<file path="src/rtl/seq_pkg.sv">
// Shared types for the attention sequencer.
// Assumes: nothing beyond IEEE 1800-2017.
package seq_pkg;
    typedef enum logic {
        SEQ_AWAIT_INIT = 1'b0,  // next attention starts initialization
        SEQ_RUN        = 1'b1   // next attention starts a command sequence
    } seq_state_t;
endpackage

</file>
<file path="src/rtl/sync_chain.sv">
// Multi-flop synchronizer for a single asynchronous bit.
// Assumes: STAGES >= 1; the output is reset to 0 by rst_n.
module sync_chain #(
    parameter int STAGES = 2
) (
    input  logic clk,
    input  logic rst_n,
    input  logic d_i,
    output logic q_o
);
    logic [STAGES-1:0] stage_q;

    for (genvar i = 0; i < STAGES; i++) begin : g_stage
        if (i == 0) begin : g_first
            // first flop samples the raw input
            always_ff @(posedge clk) begin
                if (!rst_n) stage_q[0] <= 1'b0;
                else        stage_q[0] <= d_i;
            end
        end else begin : g_next
            // later flops shift the sampled value along
            always_ff @(posedge clk) begin
                if (!rst_n) stage_q[i] <= 1'b0;
                else        stage_q[i] <= stage_q[i-1];
            end
        end
    end

    assign q_o = stage_q[STAGES-1];
endmodule

</file>
<file path="src/rtl/rst_qualifier.sv">
// Synchronizes the host reset request and asserts rst_held_o once the
// synchronized level has stayed high for MIN_CLKS consecutive clocks.
// Assumes: MIN_CLKS >= 1.
module rst_qualifier #(
    parameter int SYNC_STAGES = 2,
    parameter int MIN_CLKS    = 5
) (
    input  logic clk,
    input  logic rst_n,
    input  logic rst_raw_i,
    output logic rst_held_o
);
    localparam int CNT_W = $clog2(MIN_CLKS + 1);
    localparam logic [CNT_W-1:0] CNT_TOP = CNT_W'(MIN_CLKS - 1);

    logic             rst_s;
    logic [CNT_W-1:0] run_cnt_q;

    sync_chain #(.STAGES(SYNC_STAGES)) u_sync (
        .clk(clk), .rst_n(rst_n), .d_i(rst_raw_i), .q_o(rst_s)
    );

    // count consecutive high clocks, saturating at the threshold
    always_ff @(posedge clk) begin
        if (!rst_n) begin
            run_cnt_q  <= '0;
            rst_held_o <= 1'b0;
        end else begin
            if (!rst_s)                   run_cnt_q <= '0;
            else if (run_cnt_q != CNT_TOP) run_cnt_q <= run_cnt_q + 1'b1;
            rst_held_o <= rst_s && (run_cnt_q >= CNT_TOP);
        end
    end

    p_held_needs_request_r1: assert property (@(posedge clk) disable iff (!rst_n)
        rst_held_o |-> $past(rst_s));
    p_held_drops_r1: assert property (@(posedge clk) disable iff (!rst_n)
        !rst_s |=> !rst_held_o);
endmodule

</file>
<file path="src/rtl/attn_detect.sv">
// Synchronizes the channel-attention strobe and flags its falling edge
// for one clock.
// Assumes: the strobe stays high for at least one clock.
module attn_detect #(
    parameter int SYNC_STAGES = 2
) (
    input  logic clk,
    input  logic rst_n,
    input  logic attn_raw_i,
    output logic attn_fall_o
);
    logic attn_s;
    logic attn_prev_q;

    sync_chain #(.STAGES(SYNC_STAGES)) u_sync (
        .clk(clk), .rst_n(rst_n), .d_i(attn_raw_i), .q_o(attn_s)
    );

    // remember the last synchronized level for edge detection
    always_ff @(posedge clk) begin
        if (!rst_n) attn_prev_q <= 1'b0;
        else        attn_prev_q <= attn_s;
    end

    assign attn_fall_o = attn_prev_q & ~attn_s;

    p_fall_isolated_r4: assert property (@(posedge clk) disable iff (!rst_n)
        attn_fall_o |=> !attn_fall_o);
endmodule

</file>
<file path="src/rtl/port_latch.sv">
// Two-strobe port: each rising strobe latches the data bus, and the
// second strobe of a pair marks the pointer valid.
// Assumes: port_stb_i is synchronous to clk; clr_i wins over a strobe.
module port_latch #(
    parameter int DATA_W = 32
) (
    input  logic              clk,
    input  logic              rst_n,
    input  logic              clr_i,
    input  logic              stb_i,
    input  logic [DATA_W-1:0] data_i,
    output logic [DATA_W-1:0] ptr_o,
    output logic              ptr_valid_o
);
    logic stb_prev_q;
    logic phase_q;      // 1 after the first strobe of a pair
    logic stb_rise;

    assign stb_rise = stb_i & ~stb_prev_q;

    // track the strobe level for edge detection
    always_ff @(posedge clk) begin
        if (!rst_n) stb_prev_q <= 1'b0;
        else        stb_prev_q <= stb_i;
    end

    // latch data and advance the pair phase on each strobe edge
    always_ff @(posedge clk) begin
        if (!rst_n) begin
            ptr_o       <= '0;
            phase_q     <= 1'b0;
            ptr_valid_o <= 1'b0;
        end else if (clr_i) begin
            phase_q     <= 1'b0;
            ptr_valid_o <= 1'b0;
        end else if (stb_rise) begin
            ptr_o       <= data_i;
            phase_q     <= ~phase_q;
            ptr_valid_o <= phase_q;
        end
    end

    p_valid_on_second_r8: assert property (@(posedge clk) disable iff (!rst_n)
        $rose(ptr_valid_o) |-> $past(phase_q));
    p_clear_discards_r2: assert property (@(posedge clk) disable iff (!rst_n)
        clr_i |=> (!ptr_valid_o && !phase_q));
endmodule

</file>
<file path="src/rtl/irq_pulse.sv">
// Turns a rising raise-interrupt request into a one-clock pulse on an
// interrupt pin whose active level follows pol_i.
// Assumes: req_i is synchronous; pol_i is static while a pulse is out.
module irq_pulse (
    input  logic clk,
    input  logic rst_n,
    input  logic req_i,
    input  logic pol_i,
    output logic irq_o
);
    logic req_prev_q;
    logic pulse_q;

    // register the request edge as a single-clock pulse
    always_ff @(posedge clk) begin
        if (!rst_n) begin
            req_prev_q <= 1'b0;
            pulse_q    <= 1'b0;
        end else begin
            req_prev_q <= req_i;
            pulse_q    <= req_i & ~req_prev_q;
        end
    end

    assign irq_o = pulse_q ? pol_i : ~pol_i;

    p_irq_one_clock_r9: assert property (@(posedge clk) disable iff (!rst_n)
        pulse_q |=> !pulse_q);
endmodule

</file>
<file path="src/rtl/attn_sequencer.sv">
// Host control front end: qualifies reset, decides whether each channel
// attention starts initialization or a command sequence, supplies the
// init address and drives the interrupt pin.
// Assumes: port and interrupt inputs are synchronous; reset and attention
// inputs may be asynchronous.
module attn_sequencer
    import seq_pkg::*;
#(
    parameter int                 DATA_W       = 32,
    parameter int                 SYNC_STAGES  = 2,
    parameter int                 MIN_RST_CLKS = 5,
    parameter logic [DATA_W-1:0]  DEFAULT_ADDR = 'h00FF_FFF6
) (
    input  logic              clk,
    input  logic              rst_n,
    input  logic              host_rst_i,
    input  logic              attn_i,
    input  logic              port_stb_i,
    input  logic [DATA_W-1:0] port_data_i,
    input  logic              irq_req_i,
    input  logic              irq_pol_i,
    output logic              rst_held_o,
    output logic              init_start_o,
    output logic              cmd_start_o,
    output logic [DATA_W-1:0] start_addr_o,
    output logic              irq_o
);
    seq_state_t        seq_q;
    logic              attn_fall;
    logic [DATA_W-1:0] ptr;
    logic              ptr_valid;

    rst_qualifier #(.SYNC_STAGES(SYNC_STAGES), .MIN_CLKS(MIN_RST_CLKS)) u_rstq (
        .clk(clk), .rst_n(rst_n), .rst_raw_i(host_rst_i), .rst_held_o(rst_held_o)
    );

    attn_detect #(.SYNC_STAGES(SYNC_STAGES)) u_attn (
        .clk(clk), .rst_n(rst_n), .attn_raw_i(attn_i), .attn_fall_o(attn_fall)
    );

    port_latch #(.DATA_W(DATA_W)) u_port (
        .clk(clk), .rst_n(rst_n), .clr_i(rst_held_o), .stb_i(port_stb_i),
        .data_i(port_data_i), .ptr_o(ptr), .ptr_valid_o(ptr_valid)
    );

    irq_pulse u_irq (
        .clk(clk), .rst_n(rst_n), .req_i(irq_req_i), .pol_i(irq_pol_i), .irq_o(irq_o)
    );

    // choose init or command start on each attention edge
    always_ff @(posedge clk) begin
        if (!rst_n) begin
            seq_q        <= SEQ_AWAIT_INIT;
            init_start_o <= 1'b0;
            cmd_start_o  <= 1'b0;
            start_addr_o <= '0;
        end else begin
            init_start_o <= 1'b0;
            cmd_start_o  <= 1'b0;
            if (rst_held_o) begin
                seq_q <= SEQ_AWAIT_INIT;
            end else if (attn_fall) begin
                if (seq_q == SEQ_AWAIT_INIT) begin
                    init_start_o <= 1'b1;
                    start_addr_o <= ptr_valid ? ptr : DEFAULT_ADDR;
                    seq_q        <= SEQ_RUN;
                end else begin
                    cmd_start_o <= 1'b1;
                end
            end
        end
    end

    p_starts_exclusive_r7: assert property (@(posedge clk) disable iff (!rst_n)
        !(init_start_o && cmd_start_o));
    p_no_reinit_r7: assert property (@(posedge clk) disable iff (!rst_n)
        (seq_q == SEQ_RUN && !rst_held_o) |=> !init_start_o);
    p_quiet_in_reset_r3: assert property (@(posedge clk) disable iff (!rst_n)
        rst_held_o |=> (!init_start_o && !cmd_start_o));
    p_reset_rearms_r2: assert property (@(posedge clk) disable iff (!rst_n)
        rst_held_o |=> (seq_q == SEQ_AWAIT_INIT));
    p_addr_steady_r6: assert property (@(posedge clk) disable iff (!rst_n)
        cmd_start_o |-> $stable(start_addr_o));
endmodule

</file>
<file path="config.mk">
export PLATFORM = sky130hd
export DESIGN_NAME = attn_sequencer
export DESIGN_NICKNAME = d
export VERILOG_FILES = /design/src/rtl/seq_pkg.sv /design/src/rtl/sync_chain.sv /design/src/rtl/rst_qualifier.sv /design/src/rtl/attn_detect.sv /design/src/rtl/port_latch.sv /design/src/rtl/irq_pulse.sv /design/src/rtl/attn_sequencer.sv
export SDC_FILE = /design/constraint.sdc
export NUM_CORES = 1
export LEC_CHECK = 0
export ABC_CLOCK_PERIOD_IN_PS = 1360
export BUFFER_PORTS_ARGS = -buffer_cell sky130_fd_sc_hd__buf_4
export CAP_MARGIN = 20
export CORE_MARGIN = 2
export CORE_UTILIZATION = 50
export CTS_CLUSTER_DIAMETER = 80
export DETAILED_ROUTE_END_ITERATION = 12
export GPL_TIMING_DRIVEN = 0
export PLACE_DENSITY = 0.75
export SYNTH_ARGS = -nofsm -noshare
export SYNTH_HDL_FRONTEND = slang
export SYNTH_SLANG_ARGS = --single-unit
</file>
<file path="constraint.sdc">
create_clock -name clk -period 1.36 [get_ports clk]
set_input_delay 0.34 -clock clk [delete_from_list [all_inputs] [get_ports clk]]
set_output_delay 0.34 -clock clk [all_outputs]
set_load 0.01 [all_outputs]
</file>
; Yosys cells after proc, flatten, opt, wreduce, memory -nomap -nowiden
; Cells that the tools add are included.
; W data, S select, Z words.
[totals]
ff_bits = 81
inputBits = 39
out_inout_bits = 36
word_cells = 42
[classes]
addsub = 1
magnitude_cmp = 1
n_eq_ne = 1
mux = 4
bitwise = 12
reduce_logical = 6
[ops]
columns = op, count
row1 = $mux W32, 1
row2 = $not A1 Y1, 9
row3 = $reduce_and A2 Y1, 2
row4 = $add A3 B1 Y3 const B, 1
row5 = $and A1 B1 Y1, 3
row6 = $ge A3 B3 Y1 const B, 1
row7 = $mux W1, 3
row8 = $ne A3 B3 Y1 const B, 1
row9 = $reduce_and A3 Y1, 1
row10 = $reduce_or A3 Y1, 1
row11 = $reduce_or A2 Y1, 1
row12 = $logic_and A1 B1 Y1, 1

; Logic depth before layout (Yosys ltp)
[depth]
depth_word = 4
depth_mapped = 5
mapped_depth_nobuf = 5

; Cells and area by module
; Synthesis repeated with hierarchy kept, for this count alone.
[unflattened]
hier_cells = 318
area_unflattened_um2 = 3193.1
[modules_own_cells]
columns = mod, instances, cells_per_inst, area_per_inst_um2, seq_area_each_um2
row1 = port_latch, 1, 154, 1425.1, 700.7
row2 = attn_sequencer, 1, 129, 1378.8, 700.7
row3 = rst_qualifier, 1, 19, 183.9, 80.1
row4 = sync_chain, 2, 4, 52.6, 40.0
row5 = irq_pulse, 1, 5, 63.8, 40.0
row6 = attn_detect, 1, 3, 36.3, 20.0

; Worst setup path after synthesis
; Ideal clock, no wire load.
[synth_timing]
path_kind = flip-flop to flip-flop
start = register u_rstq.rst_held_o
end = register u_port.ptr_o[0]
setup_time_ns = 0.115
arrival_time_ns = 1.152
t_required_ns = 1.245
setup_slack_ns = 0.093
path_stages_with_launch = 6
path_buffers = 2
synth_period_minus_slack_ns = 1.267
path_cell_list = dfxtp_1 -> or3b_1 -> buf_6 -> buf_6 -> nand3_1 -> o21ai_2
[synth_via]
elab_chain_len = 2
[synth_lines]
columns = element, line_no
row1 = start: declaration, rst_qualifier.sv:11  ; output logic rst_held_o
row2 = start signal: assignment, rst_qualifier.sv:31  ; rst_held_o <= rst_s && (run_cnt_q >= CNT_TOP);
row3 = $not A1 Y1 (no source line), n/a
row4 = $reduce_and A2 Y1 (no source line), n/a
row5 = end signal: assignment, port_latch.sv:37  ; ptr_o <= data_i;
row6 = end: declaration, port_latch.sv:12  ; output logic [DATA_W-1:0] ptr_o,
; No other way between the ends.
; A chain may end at the register's enable or synchronous reset.

; Worst setup path after layout
[layout_timing]
start = register seq_q
end = register start_addr_o[6]
[layout_via]
elab_chain_len = 2
[layout_lines]
columns = element, line_no
row1 = start: declaration, attn_sequencer.sv:28  ; seq_state_t seq_q;
row2 = start signal: assignment, attn_sequencer.sv:53  ; seq_q <= SEQ_AWAIT_INIT;
row3 = start signal: assignment, attn_sequencer.sv:61  ; seq_q <= SEQ_AWAIT_INIT;
row4 = start signal: assignment, attn_sequencer.sv:66  ; seq_q <= SEQ_RUN;
row5 = $not A1 Y1 (no source line), n/a
row6 = $reduce_and A3 Y1 (no source line), n/a
row7 = end signal: assignment, attn_sequencer.sv:65  ; start_addr_o <= ptr_valid ? ptr : DEFAULT_ADDR;
row8 = end: declaration, attn_sequencer.sv:25  ; output logic [DATA_W-1:0] start_addr_o,
; No other way between the ends.

==> impl_results.rst <==
.. list-table::
   :header-rows: 1

   * - Metric
     - Value
   * - Result of the run
     - finished clean
   * - Effective utilization at floorplan
     - 0.508
   * - Routed length per placed instance
     - 13.9 um
   * - Number of pins exceeding their max-slew limit in the final report
     - 0
   * - Data arrival time of the critical path
     - 1.58 ns
   * - Total vias in the final route
     - 2,533
   * - Syn-to-layout area delta
     - 27.5%
   * - Number of enable flip-flop cells after synthesis
     - 0
   * - Top-area cell type share of the netlist area
     - 0.511
   * - Count of cell types in the netlist
     - 27
   * - Standard cell area after detailed placement
     - 3820 um2
   * - Register area share after synthesis
     - 0.511
   * - Largest fanout of any net on the critical path
     - 10
   * - Power consumption
     - 0.00474 W
   * - Hold slack final
     - 0.194 ns
   * - Total leakage power
     - 1.92 nW
   * - Fraction of final layout cells sized beyond drive strength 1
     - 0.354
   * - Die span in y
     - 83.6 um
   * - Class of the most critical hold timing path
     - primary input to flip-flop
   * - Detailed placer's ending HPWL
     - 4.79 mm
   * - Worst VDD drop
     - 0.000643 V
   * - Largest net degree at the start of global routing
     - 14
   * - Warning count from the yosys run
     - 0
   * - GRT Total Usage
     - 0.200
   * - Top FF cell, synth
     - dfxtp_1
   * - Comb power frac
     - 0.101
   * - Final hold vios
     - 0
   * - Antenna diode count
     - 0
   * - Design internal power
     - 0.00360 W
   * - Setup TNS
     - 0 ns
   * - Final critical path time including I/O delays and setup
     - 1.34 ns
   * - Maximum buffer depth of the clock tree
     - 2
   * - Syn Inst Count
     - 320
   * - Kind of launch point of the worst setup path
     - flip-flop
   * - CTS Buf Count
     - 9
   * - Switching share of total power
     - 0.240
   * - Depth of the CTS H-tree
     - 3
   * - Total wire length
     - 6.79 mm
   * - Setup repair after global routing missed its margin
     - yes
   * - Average footprint of a synthesized cell
     - 9.91 um2
   * - Flop pwr share
     - 0.531
   * - TritonCTS clock tree
     - yes
   * - Aggregate global routing overflow
     - 0
   * - Max-Cap Viols
     - 0
   * - Post-CTS Hold Fix Bufs
     - 0
   * - Worst clock skew
     - 0.00780 ns
   * - Final core utilization
     - 0.648
   * - Boundary Pins
     - 75
   * - Total Nets Final
     - 448
   * - Count of fill cells added during filler insertion
     - 548
   * - Share of the cycle needed by the critical path after routing
     - 0.988
   * - Post-synthesis cell area
     - 3170 um2
   * - Row cnt
     - 29
   * - Initial antenna violation count
     - 0
   * - Worst Path Class, Setup
     - flip-flop to flip-flop
   * - Die width
     - 83.6 um
   * - Post-synthesis sequential element count
     - 81
   * - Clock edge transition at the registers on the reported setup and hold paths
     - 0.08 ns
   * - Slew at the pin closest to its max-slew limit
     - 0.492 ns
   * - Final estimated routing congestion in global placement
     - 0.754
   * - Headroom to the max-slew limit
     - 0.672
   * - Non-Filler Cell Area, Final
     - 4040 um2
   * - PortBufs
     - 73
   * - Clock network fraction of design power
     - 0.368
   * - Top cells by area in the synthesized netlist
     - dfxtp_1 (51%), o21ai_2 (8.3%), o211a_1 (6.9%)
   * - First-iteration detailed-routing DRC count
     - 103
   * - FMAX
     - 744 MHz
   * - Via count of the first global-routing pass
     - 2,465
   * - Pwr/cell area
     - 1170 nW/um2
   * - First-pass iteration count of the detailed router
     - 4
   * - Wire length of the first global-routing pass
     - 11.3 mm
   * - Number of routed nets with antenna violations
     - 0
   * - Share of flip-flops with an asynchronous set or reset after synthesis
     - 0
   * - Routed vias/inst
     - 5.18
   * - Master cell of the clock root buffer
     - clkbuf_8
   * - Required time of the critical path
     - 1.60 ns
   * - Syn nets
     - 361
   * - Insertion delay of the later-clocked pin in the worst-skew pair
     - 0.35 ns
   * - Kind of end point of the critical path
     - flip-flop
   * - List of most frequent post-synthesis cells
     - dfxtp_1 (81), nand2_1 (46), nand3_1 (33), o21ai_2 (30)
   * - Floorplan core area
     - 6240 um2
   * - Die area
     - 7000 um2
   * - Setup-failing EPs final
     - 0
   * - CTS sink cnt
     - 81
   * - Dominant cell by count in the synthesized netlist
     - dfxtp_1
   * - Top cell type by total area after synthesis
     - dfxtp_1
   * - Number of remaining DRC errors
     - 0
   * - Total net switching power
     - 0.00114 W
final cells by class:
type	count	area (um2)	share of cell area
flip-flops and latches	81	1630	0.402
clock buffers	11	141	0.0350
clock inverters	5	55.1	0.0136
plain buffers	31	219	0.0541
well taps	77	96.3	0.0238
multi-input cells	205	1330	0.328
inverters	3	11.3	0.00278
repair buffers	76	568	0.140
logic make-up (layout without fill, tap and decap cells):
family,after synthesis,in the layout,share of synthesized area
buffers and inverters,34,126,0.0710
multiplexers,1,1,0.00316
AND/OR/NAND/NOR,133,133,0.224
adder cells (fa/ha/maj),2,2,0.00789
XOR/XNOR,3,3,0.00829
flip-flops,81,81,0.511
AO/OA/AOI/OAI,66,66,0.174
cells in the final DEF, fill, tap and decap left out, drive strengths merged, types with 2 or more instances in the layout:
cell type  netlist  final
dfxtp           81     81
ha               2      2
a21oi            2      2
nor2b            2      2
buf             19     95
o21ai           42     42
xnor2            3      3
o211a           22     22
nand3           33     33
inv              3      3
and2             8      8
nor2             6      6
clkbuf          12     23
nand2           46     46
nand4           10     10
nand3b          22     22
clkinvlp         0      2
clkinv           0      2
routing by layer:
layer  share of wire  GRT usage  vias to the layer above
met5               0          0                        -
li1                -          -                     1286
met1            0.45      0.260                     1169
met3           0.047     0.0445                       14
met4           0.024     0.0938                        0
met2            0.48      0.319                       64
critical path, stage by stage (launching register included):
cell      delay [ns]
dfxtp_2         0.34
nor4b_4         0.31
buf_6           0.19
buf_6           0.14
nand3b_1        0.10
o211a_1         0.15
power by group through the flow:
stage / Clock, W / Combinational, W / Sequential (W)
global route: 0.00188 / 0.000530 / 0.00253
global placement: 0 / 0.000471 / 0.00256
floorplan: 0 / 0.000282 / 0.00257
detailed placement: 0 / 0.000476 / 0.00257
finish: 0.00174 / 0.000480 / 0.00251
CTS: 0.00177 / 0.000478 / 0.00251
flip-flops by register name, indices dropped and copies added (netlist names):
register and cells:
init_start_o 1, start_addr_o 32, u_irq.req_prev_q 1, seq_q 1, u_rstq.u_sync.stage_q 1, cmd_start_o 1, u_port.ptr_valid_o 1, u_port.ptr_o 32
u_rstq.u_sync.q_o 1, u_rstq.run_cnt_q 3, u_port.stb_prev_q 1, u_attn.attn_prev_q 1, u_irq.pulse_q 1, u_attn.u_sync.stage_q 1, u_attn.u_sync.q_o 1, u_rstq.rst_held_o 1
u_port.phase_q 1
per-stage QoR:
| step | worst slack (ns) | std cells |
|---|---|---|
| after floorplan | 0.0926 | 320 |
| after global placement | -0.114 | 470 |
| after detailed placement | -0.123 | 470 |
| after CTS | 0.00152 | 486 |
| after global routing | -0.0255 | 489 |
| final | 0.0163 | 489 |
worst paths after layout:
path / start / endpoint / slack [ns] / depth (start not counted)
hold reg to reg: u_irq.req_prev_q$_SDFF_PN0_ / u_irq.pulse_q$_SDFF_PN0_ / 0.38 / 1
setup / recovery: seq_q$_SDFFE_PP0P_ / start_addr_o[6]$_SDFFE_PN0P_ / 0.02 / 5
hold / removal: attn_i / u_attn.u_sync.stage_q[0]$_SDFF_PN0_ / 0.19 / 2
setup reg to reg: seq_q$_SDFFE_PP0P_ / start_addr_o[6]$_SDFFE_PN0P_ / 0.02 / 5
what timing repair did:
item / CTS / global route
endpoints found under the setup margin: 0 / 61
buffers inserted: 0 / 2
gates resized for setup: 0 / 12
No activity file was read; power rests on OpenSTA's default activity.
